===== src/rtl/bcb_pkg.sv =====
package bcb_pkg;
  localparam int BYTE_W = 8;
  localparam int WORD_W = 32;
  localparam int ADDR_W = 24;
  localparam int OP_W   = WORD_W - ADDR_W;
  localparam int WORD_BYTES = WORD_W / BYTE_W;

  localparam logic [OP_W-1:0] OP_WRITE = 8'h00;
  localparam logic [OP_W-1:0] OP_DELAY = 8'h01;
  localparam logic [OP_W-1:0] OP_READ  = 8'h08;

  typedef enum logic [2:0] {
    ST_HDR, ST_WDATA, ST_DDATA, ST_BUSW, ST_BUSR, ST_SEND, ST_WAIT, ST_HALT
  } bcb_state_e;
endpackage


===== src/rtl/bcb_word_asm.sv =====
module bcb_word_asm #(
  parameter int BYTES  = 4,
  parameter int BYTE_W = 8
) (
  input  logic                    clk,
  input  logic                    rst_n,
  input  logic                    byte_valid,
  input  logic [BYTE_W-1:0]       byte_data,
  output logic                    byte_ready,
  output logic                    word_valid,
  output logic [BYTES*BYTE_W-1:0] word_data,
  input  logic                    word_take
);
  localparam int CNT_W = (BYTES > 1) ? $clog2(BYTES) : 1;

  logic [CNT_W-1:0]        cnt_q, cnt_d;
  logic                    full_q, full_d;
  logic [BYTES*BYTE_W-1:0] data_q, data_d;
  logic                    accept;

  assign accept     = byte_valid && !full_q;
  assign byte_ready = !full_q;
  assign word_valid = full_q;
  assign word_data  = data_q;

  always_comb begin
    cnt_d  = cnt_q;
    full_d = full_q;
    data_d = data_q;
    if (word_take) full_d = 1'b0;
    if (accept) begin
      data_d[cnt_q*BYTE_W +: BYTE_W] = byte_data;
      if (cnt_q == CNT_W'(BYTES-1)) begin
        cnt_d  = '0;
        full_d = 1'b1;
      end else begin
        cnt_d = cnt_q + 1'b1;
      end
    end
  end

  always_ff @(posedge clk or negedge rst_n) begin
    if (!rst_n) begin
      cnt_q  <= '0;
      full_q <= 1'b0;
      data_q <= '0;
    end else begin
      cnt_q  <= cnt_d;
      full_q <= full_d;
      if (accept) data_q <= data_d;
    end
  end
endmodule


===== src/rtl/bcb_byte_ser.sv =====
module bcb_byte_ser #(
  parameter int BYTES  = 4,
  parameter int BYTE_W = 8
) (
  input  logic                    clk,
  input  logic                    rst_n,
  input  logic                    load,
  input  logic [BYTES*BYTE_W-1:0] load_word,
  output logic                    busy,
  output logic                    out_valid,
  output logic [BYTE_W-1:0]       out_data,
  input  logic                    out_ready
);
  localparam int LEFT_W = $clog2(BYTES + 1);

  logic [BYTES*BYTE_W-1:0] sh_q, sh_d;
  logic [LEFT_W-1:0]       left_q, left_d;
  logic                    shift_en;

  assign busy      = (left_q != '0);
  assign out_valid = busy;
  assign out_data  = sh_q[BYTE_W-1:0];
  assign shift_en  = out_valid && out_ready;

  always_comb begin
    sh_d   = sh_q;
    left_d = left_q;
    if (load) begin
      sh_d   = load_word;
      left_d = LEFT_W'(BYTES);
    end else if (shift_en) begin
      sh_d   = sh_q >> BYTE_W;
      left_d = left_q - 1'b1;
    end
  end

  always_ff @(posedge clk or negedge rst_n) begin
    if (!rst_n) begin
      sh_q   <= '0;
      left_q <= '0;
    end else if (load || shift_en) begin
      sh_q   <= sh_d;
      left_q <= left_d;
    end
  end
endmodule


===== src/rtl/bcb_usec_timer.sv =====
module bcb_usec_timer #(
  parameter int CLK_HZ = 200_000_000,
  parameter int CNT_W  = 32
) (
  input  logic             clk,
  input  logic             rst_n,
  input  logic             load,
  input  logic [CNT_W-1:0] load_us,
  output logic             busy
);
  localparam int TICKS = (CLK_HZ / 1_000_000 < 1) ? 1 : CLK_HZ / 1_000_000;
  localparam int PRE_W = (TICKS > 1) ? $clog2(TICKS) : 1;

  logic [PRE_W-1:0] pre_q, pre_d;
  logic [CNT_W-1:0] us_q, us_d;

  assign busy = (us_q != '0);

  always_comb begin
    pre_d = pre_q;
    us_d  = us_q;
    if (load) begin
      us_d  = load_us;
      pre_d = PRE_W'(TICKS-1);
    end else if (busy) begin
      if (pre_q == '0) begin
        pre_d = PRE_W'(TICKS-1);
        us_d  = us_q - 1'b1;
      end else begin
        pre_d = pre_q - 1'b1;
      end
    end
  end

  always_ff @(posedge clk or negedge rst_n) begin
    if (!rst_n) begin
      pre_q <= '0;
      us_q  <= '0;
    end else if (load || busy) begin
      pre_q <= pre_d;
      us_q  <= us_d;
    end
  end
endmodule


===== src/rtl/bytecmd_bridge.sv =====
module bytecmd_bridge
  import bcb_pkg::*;
#(
  parameter int CLK_HZ = 200_000_000
) (
  input  logic                clk,
  input  logic                rst_n,
  input  logic                in_valid,
  input  logic [BYTE_W-1:0]   in_data,
  output logic                in_ready,
  output logic                out_valid,
  output logic [BYTE_W-1:0]   out_data,
  input  logic                out_ready,
  output logic                bus_valid,
  output logic                bus_write,
  output logic [ADDR_W-1:0]   bus_addr,
  output logic [WORD_W-1:0]   bus_wdata,
  input  logic                bus_ready,
  input  logic [WORD_W-1:0]   bus_rdata,
  output logic                halted
);
  logic [1:0] rst_sync_q;
  logic       rst_n_int;

  always_ff @(posedge clk or negedge rst_n) begin
    if (!rst_n) rst_sync_q <= 2'b00;
    else        rst_sync_q <= {rst_sync_q[0], 1'b1};
  end
  assign rst_n_int = rst_sync_q[1];

  bcb_state_e        st_q, st_d;
  logic [ADDR_W-1:0] addr_q;
  logic [WORD_W-1:0] wdata_q;
  logic              addr_en, wdata_en;

  logic              asm_valid, asm_ready, word_valid, word_take;
  logic [WORD_W-1:0] word_data;
  logic [OP_W-1:0]   hdr_op;
  logic              tx_load, tx_busy;
  logic              tmr_load, tmr_busy;

  assign asm_valid = in_valid && (st_q != ST_HALT);
  assign in_ready  = (st_q == ST_HALT) ? 1'b1 : asm_ready;
  assign hdr_op    = word_data[WORD_W-1 -: OP_W];

  bcb_word_asm #(.BYTES(WORD_BYTES), .BYTE_W(BYTE_W)) i_asm (
    .clk(clk), .rst_n(rst_n_int),
    .byte_valid(asm_valid), .byte_data(in_data), .byte_ready(asm_ready),
    .word_valid(word_valid), .word_data(word_data), .word_take(word_take)
  );

  bcb_byte_ser #(.BYTES(WORD_BYTES), .BYTE_W(BYTE_W)) i_ser (
    .clk(clk), .rst_n(rst_n_int),
    .load(tx_load), .load_word(bus_rdata), .busy(tx_busy),
    .out_valid(out_valid), .out_data(out_data), .out_ready(out_ready)
  );

  bcb_usec_timer #(.CLK_HZ(CLK_HZ), .CNT_W(WORD_W)) i_tmr (
    .clk(clk), .rst_n(rst_n_int),
    .load(tmr_load), .load_us(word_data), .busy(tmr_busy)
  );

  always_comb begin
    st_d      = st_q;
    word_take = 1'b0;
    addr_en   = 1'b0;
    wdata_en  = 1'b0;
    tx_load   = 1'b0;
    tmr_load  = 1'b0;
    unique case (st_q)
      ST_HDR: if (word_valid) begin
        word_take = 1'b1;
        addr_en   = 1'b1;
        case (hdr_op)
          OP_WRITE: st_d = ST_WDATA;
          OP_READ:  st_d = ST_BUSR;
          OP_DELAY: st_d = ST_DDATA;
          default:  st_d = ST_HALT;
        endcase
      end
      ST_WDATA: if (word_valid) begin
        word_take = 1'b1;
        wdata_en  = 1'b1;
        st_d      = ST_BUSW;
      end
      ST_DDATA: if (word_valid) begin
        word_take = 1'b1;
        tmr_load  = 1'b1;
        st_d      = ST_WAIT;
      end
      ST_BUSW: if (bus_ready) st_d = ST_HDR;
      ST_BUSR: if (bus_ready) begin
        tx_load = 1'b1;
        st_d    = ST_SEND;
      end
      ST_SEND: if (!tx_busy)  st_d = ST_HDR;
      ST_WAIT: if (!tmr_busy) st_d = ST_HDR;
      default: st_d = ST_HALT;
    endcase
  end

  always_ff @(posedge clk or negedge rst_n_int) begin
    if (!rst_n_int) begin
      st_q    <= ST_HDR;
      addr_q  <= '0;
      wdata_q <= '0;
    end else begin
      st_q <= st_d;
      if (addr_en)  addr_q  <= word_data[ADDR_W-1:0];
      if (wdata_en) wdata_q <= word_data;
    end
  end

  assign bus_valid = (st_q == ST_BUSW) || (st_q == ST_BUSR);
  assign bus_write = (st_q == ST_BUSW);
  assign bus_addr  = addr_q;
  assign bus_wdata = wdata_q;
  assign halted    = (st_q == ST_HALT);
endmodule


===== config.mk =====
export PLATFORM = sky130hd
export DESIGN_NAME = bytecmd_bridge
export DESIGN_NICKNAME = d
export VERILOG_FILES = /design/src/rtl/bcb_pkg.sv /design/src/rtl/bcb_word_asm.sv /design/src/rtl/bcb_byte_ser.sv /design/src/rtl/bcb_usec_timer.sv /design/src/rtl/bytecmd_bridge.sv
export SDC_FILE = /design/constraint.sdc
export NUM_CORES = 1
export LEC_CHECK = 0
export ABC_AREA = 0
export BUFFER_PORTS_ARGS = -buffer_cell sky130_fd_sc_hd__buf_2
export CELL_PAD_IN_SITES_DETAIL_PLACEMENT = 1
export CELL_PAD_IN_SITES_GLOBAL_PLACEMENT = 2
export CORE_ASPECT_RATIO = 1.4
export CORE_UTILIZATION = 30
export CTS_BUF_LIST = sky130_fd_sc_hd__clkbuf_4 sky130_fd_sc_hd__clkbuf_8
export CTS_CLUSTER_DIAMETER = 80
export DETAILED_ROUTE_END_ITERATION = 6
export PLACE_DENSITY = 0.73
export SETUP_SLACK_MARGIN = 0.05
export SKIP_CTS_REPAIR_TIMING = 1
export SYNTH_ARGS = -nofsm -noshare
export SYNTH_HDL_FRONTEND = slang
export SYNTH_SLANG_ARGS = --single-unit

===== constraint.sdc =====
create_clock -name clk -period 5.9 [get_ports clk]
set_input_delay 0.885 -clock clk [delete_from_list [all_inputs] [get_ports clk]]
set_output_delay 0.885 -clock clk [all_outputs]
set_load 0.05 [all_outputs]

==> reports/results.tsv <==
stage	metric	value	unit
power	power_frac_seq	0.426	
power	p_clk_frac	0.164	
critical_path	reg2reg_to	i_tmr.us_q[11]$_DFFE_PN0P_	
power	cell_internal_pwr	2.590	mW
die	die_y	195.9	um
run_status	status	complete, no violations	
sta	whs	177.2	ps
sta	finalCriticalPeriod	3403	ps
clocking	cts_tree	built	
global_routing	grt_max_degree	62	
place	portBuffers	113	
logic_synthesis	syn-instance-count	776	
sta	tns	0	ps
logic_synthesis	seq_area_frac_synth	0.5310	
critical_path	cp-end-kind	flop	
sta	grt_setup_unrepaired	no	
sta	setup_viol	0	
die	ios	114	
sta	slew_violations	0	
critical_path	arrival	3710	ps
global_routing	grt_pass1_wl	37410	um
global_routing	overflow	0	
power	p_comb_frac	0.410	
routing	drc	0	
power	p_switching	2.268	mW
die	rows	70	
logic_synthesis	yosys_warnings	0	
clocking	clock-sinks	171	
power	switching_share	0.4668	
sta	fin_skew	16.26	ps
global_routing	busiest_layer	met2	
critical_path	rr_startpoint	st_q[0]$_DFFE_PN0P_	
critical_path	startpoint_type	flop	
global_routing	antenna_found_initial	0	
sta	hold_viol_final	0	
global_routing	grt_use_met1	0.2181	
power	vdd_drop_max	202.9	uV
critical_path	worstPathRequired	6200	ps
finish	areaGrowthSynthToFinish	14.67	%
sta	post-route-period-util	0.5767	
logic_synthesis	synth_edf_count	0	
place	dpl_worst_slack	2524	ps
power	p_per_area	525.7	mW/mm^2
routing	wl_per_cell	19.15	um
routing	first_iter_violations	244	
logic_synthesis	netlist_area	0.008059	mm^2
run	maxCapViolations	0	
die	dieArea	0.02753	mm^2
logic_synthesis	synth_ff_type	dfrtp_1	
finish	final_core_util	0.3517	
clocking	cts-root-buf	clkbuf_8	
global_routing	grt_use_met3	0.03832	
logic_synthesis	ys_ff_latch	171	
die	design.core.area	0.02628	mm^2
place	placed_cells	1171	
critical_path	rrSetupSlack	2500	ps
finish	n_antenna_cell	0	
critical_path	r2r_cells	6	
routing	vias	6254	
routing	drt_wl_total	23030	um
finish	final_cell_mix	170 x dfrtp_1, 126 x nand2_1, 113 x buf_2	
sta	worstMarginPinSlew	1223	ps
global_routing	grt.total_usage	0.1780	
critical_path	path_max_fanout	29	
die	dieWidth	140.5	um
sta	worst_slack	2498	ps
die	start_util	0.3067	
routing	avgViaCountPerCell	5.199	
logic_synthesis	ys_types	69	
routing	final_antenna_net_count	0	
logic_synthesis	syn_nets	832	
sta	max_freq	0.2939	GHz
clocking	cts_max_level	4	
logic_synthesis	avgSynthCellArea	10.39	um^2
critical_path	worstSetupPathType	reg -> reg	
clocking	path_clk_slew	100	ps
clocking	cts_max_path_buffers	2	
clocking	numCtsBuffers	17	
clocking	clk_latency	490	ps
finish	final_common_cell	dfrtp_1	
finish	final_nets	922	
place	gp_congestion	0.7798	
hold_path	hold_class	in -> async	
routing	dr.pass1.iters	4	
finish	drive_gt1_frac	0.2628	
global_routing	grtUsageMet2	0.3007	
finish	final-instance-count-excl-fill	1203	
global_routing	grt_pass1_vias	6515	
sta	max_slew_margin	0.1818	
power	leakage	4.318	nW
logic_synthesis	async_flop_share	1.000	
place	place.detailed.hpwl	16110	um
==> metal layers <==
layer | part of all wire | vias up
met5 | 0 | -
met4 | 0.031 | 0
met3 | 0.047 | 37
met2 | 0.50 | 131
met1 | 0.42 | 3118
li1 | - | 2968
==> state kept, by name, indices dropped and copies added (netlist names), 2 cells and up <==
signal           flops
rst_sync_q           2
i_asm.cnt_q          2
i_tmr.us_q          32
i_ser.left_q         3
bus_addr            24
i_tmr.pre_q          8
st_q                 3
i_asm.word_data     32
i_ser.sh_q          32
bus_wdata           32
==> through the flow <==
stage	total power, mW	cell area (um^2)
floorplan	3.516	8059
global placement	4.073	8874
detailed placement	4.116	8874
CTS	4.934	9241
global route	5.209	9241
finish	4.858	9241
==> final cells by class <==
class | instances | area, um^2
clock buffer | 21 | 282.8
clock inverter | 11 | 85.08
fill | 3021 | 17030
inverter | 13 | 48.80
multi-input combinational | 542 | 3511
sequential | 171 | 4283
tap | 324 | 405.4
timing repair buffer | 121 | 625.6
==> cells by family after synthesis <==
group                      count (synthesis)  synth area share
xor gates and xnor gates                   2          0.002174
AOI/OAI and AO/OA                        191            0.1458
adders and majority gates                 11           0.01708
buffers and inverters                     63           0.03695
other                                      1         0.0004653
muxes                                     80            0.1081
DFF                                      171            0.5310
and+or+nand+nor                          257            0.1585
==> worst max-delay path, stage by stage (launching register included) <==
cell,delay [ps]
dfrtp_1,570
nor4bb_4,820
buf_4,440
nor4_1,110
buf_4,190
nor2_1,920
a21oi_1,160
==> power groups by stage <==
stage | combinational (mW) | clock, mW | sequential, mW
final | 1.99 | 0.798 | 2.07
after detailed placement | 2.02 | 0 | 2.10
after global routing | 2.19 | 0.869 | 2.15
after global placement | 1.98 | 0 | 2.09
after floorplan | 1.19 | 0 | 2.33
after CTS | 2.02 | 0.835 | 2.08
==> synth_stat cells (11+ instances only) <==
| library cell | count | area [um^2] |
|---|---|---|
| inv_1 | 13 | 48.80 |
| mux2i_1 | 24 | 240.2 |
| clkbuf_1 | 29 | 108.9 |
| or3_1 | 13 | 81.33 |
| nor2_1 | 36 | 135.1 |
| nor3_1 | 17 | 85.08 |
| dfrtp_1 | 171 | 4279 |
| a31oi_1 | 15 | 93.84 |
| mux2_2 | 56 | 630.6 |
| nand3_1 | 12 | 60.06 |
| ha_1 | 11 | 137.6 |
| nand2_1 | 126 | 473.0 |
| a21oi_1 | 32 | 160.2 |
| o21ai_0 | 79 | 395.4 |
==> how the worst max path moves through the flow <==
stage	startpoint	end	cells after the start
finish	st_q[0]$_DFFE_PN0P_	i_tmr.us_q[11]$_DFFE_PN0P_	6
global route	st_q[0]$_DFFE_PN0P_	i_tmr.us_q[11]$_DFFE_PN0P_	6
CTS	st_q[0]$_DFFE_PN0P_	i_tmr.us_q[11]$_DFFE_PN0P_	6
global placement	st_q[0]$_DFFE_PN0P_	i_tmr.us_q[16]$_DFFE_PN0P_	6
detailed placement	st_q[0]$_DFFE_PN0P_	i_tmr.us_q[16]$_DFFE_PN0P_	6
floorplan	rst_sync_q[1]$_DFF_PN0_	bus_addr[0]$_DFFE_PN0P_	0
Power figures use the tool's default switching activity.
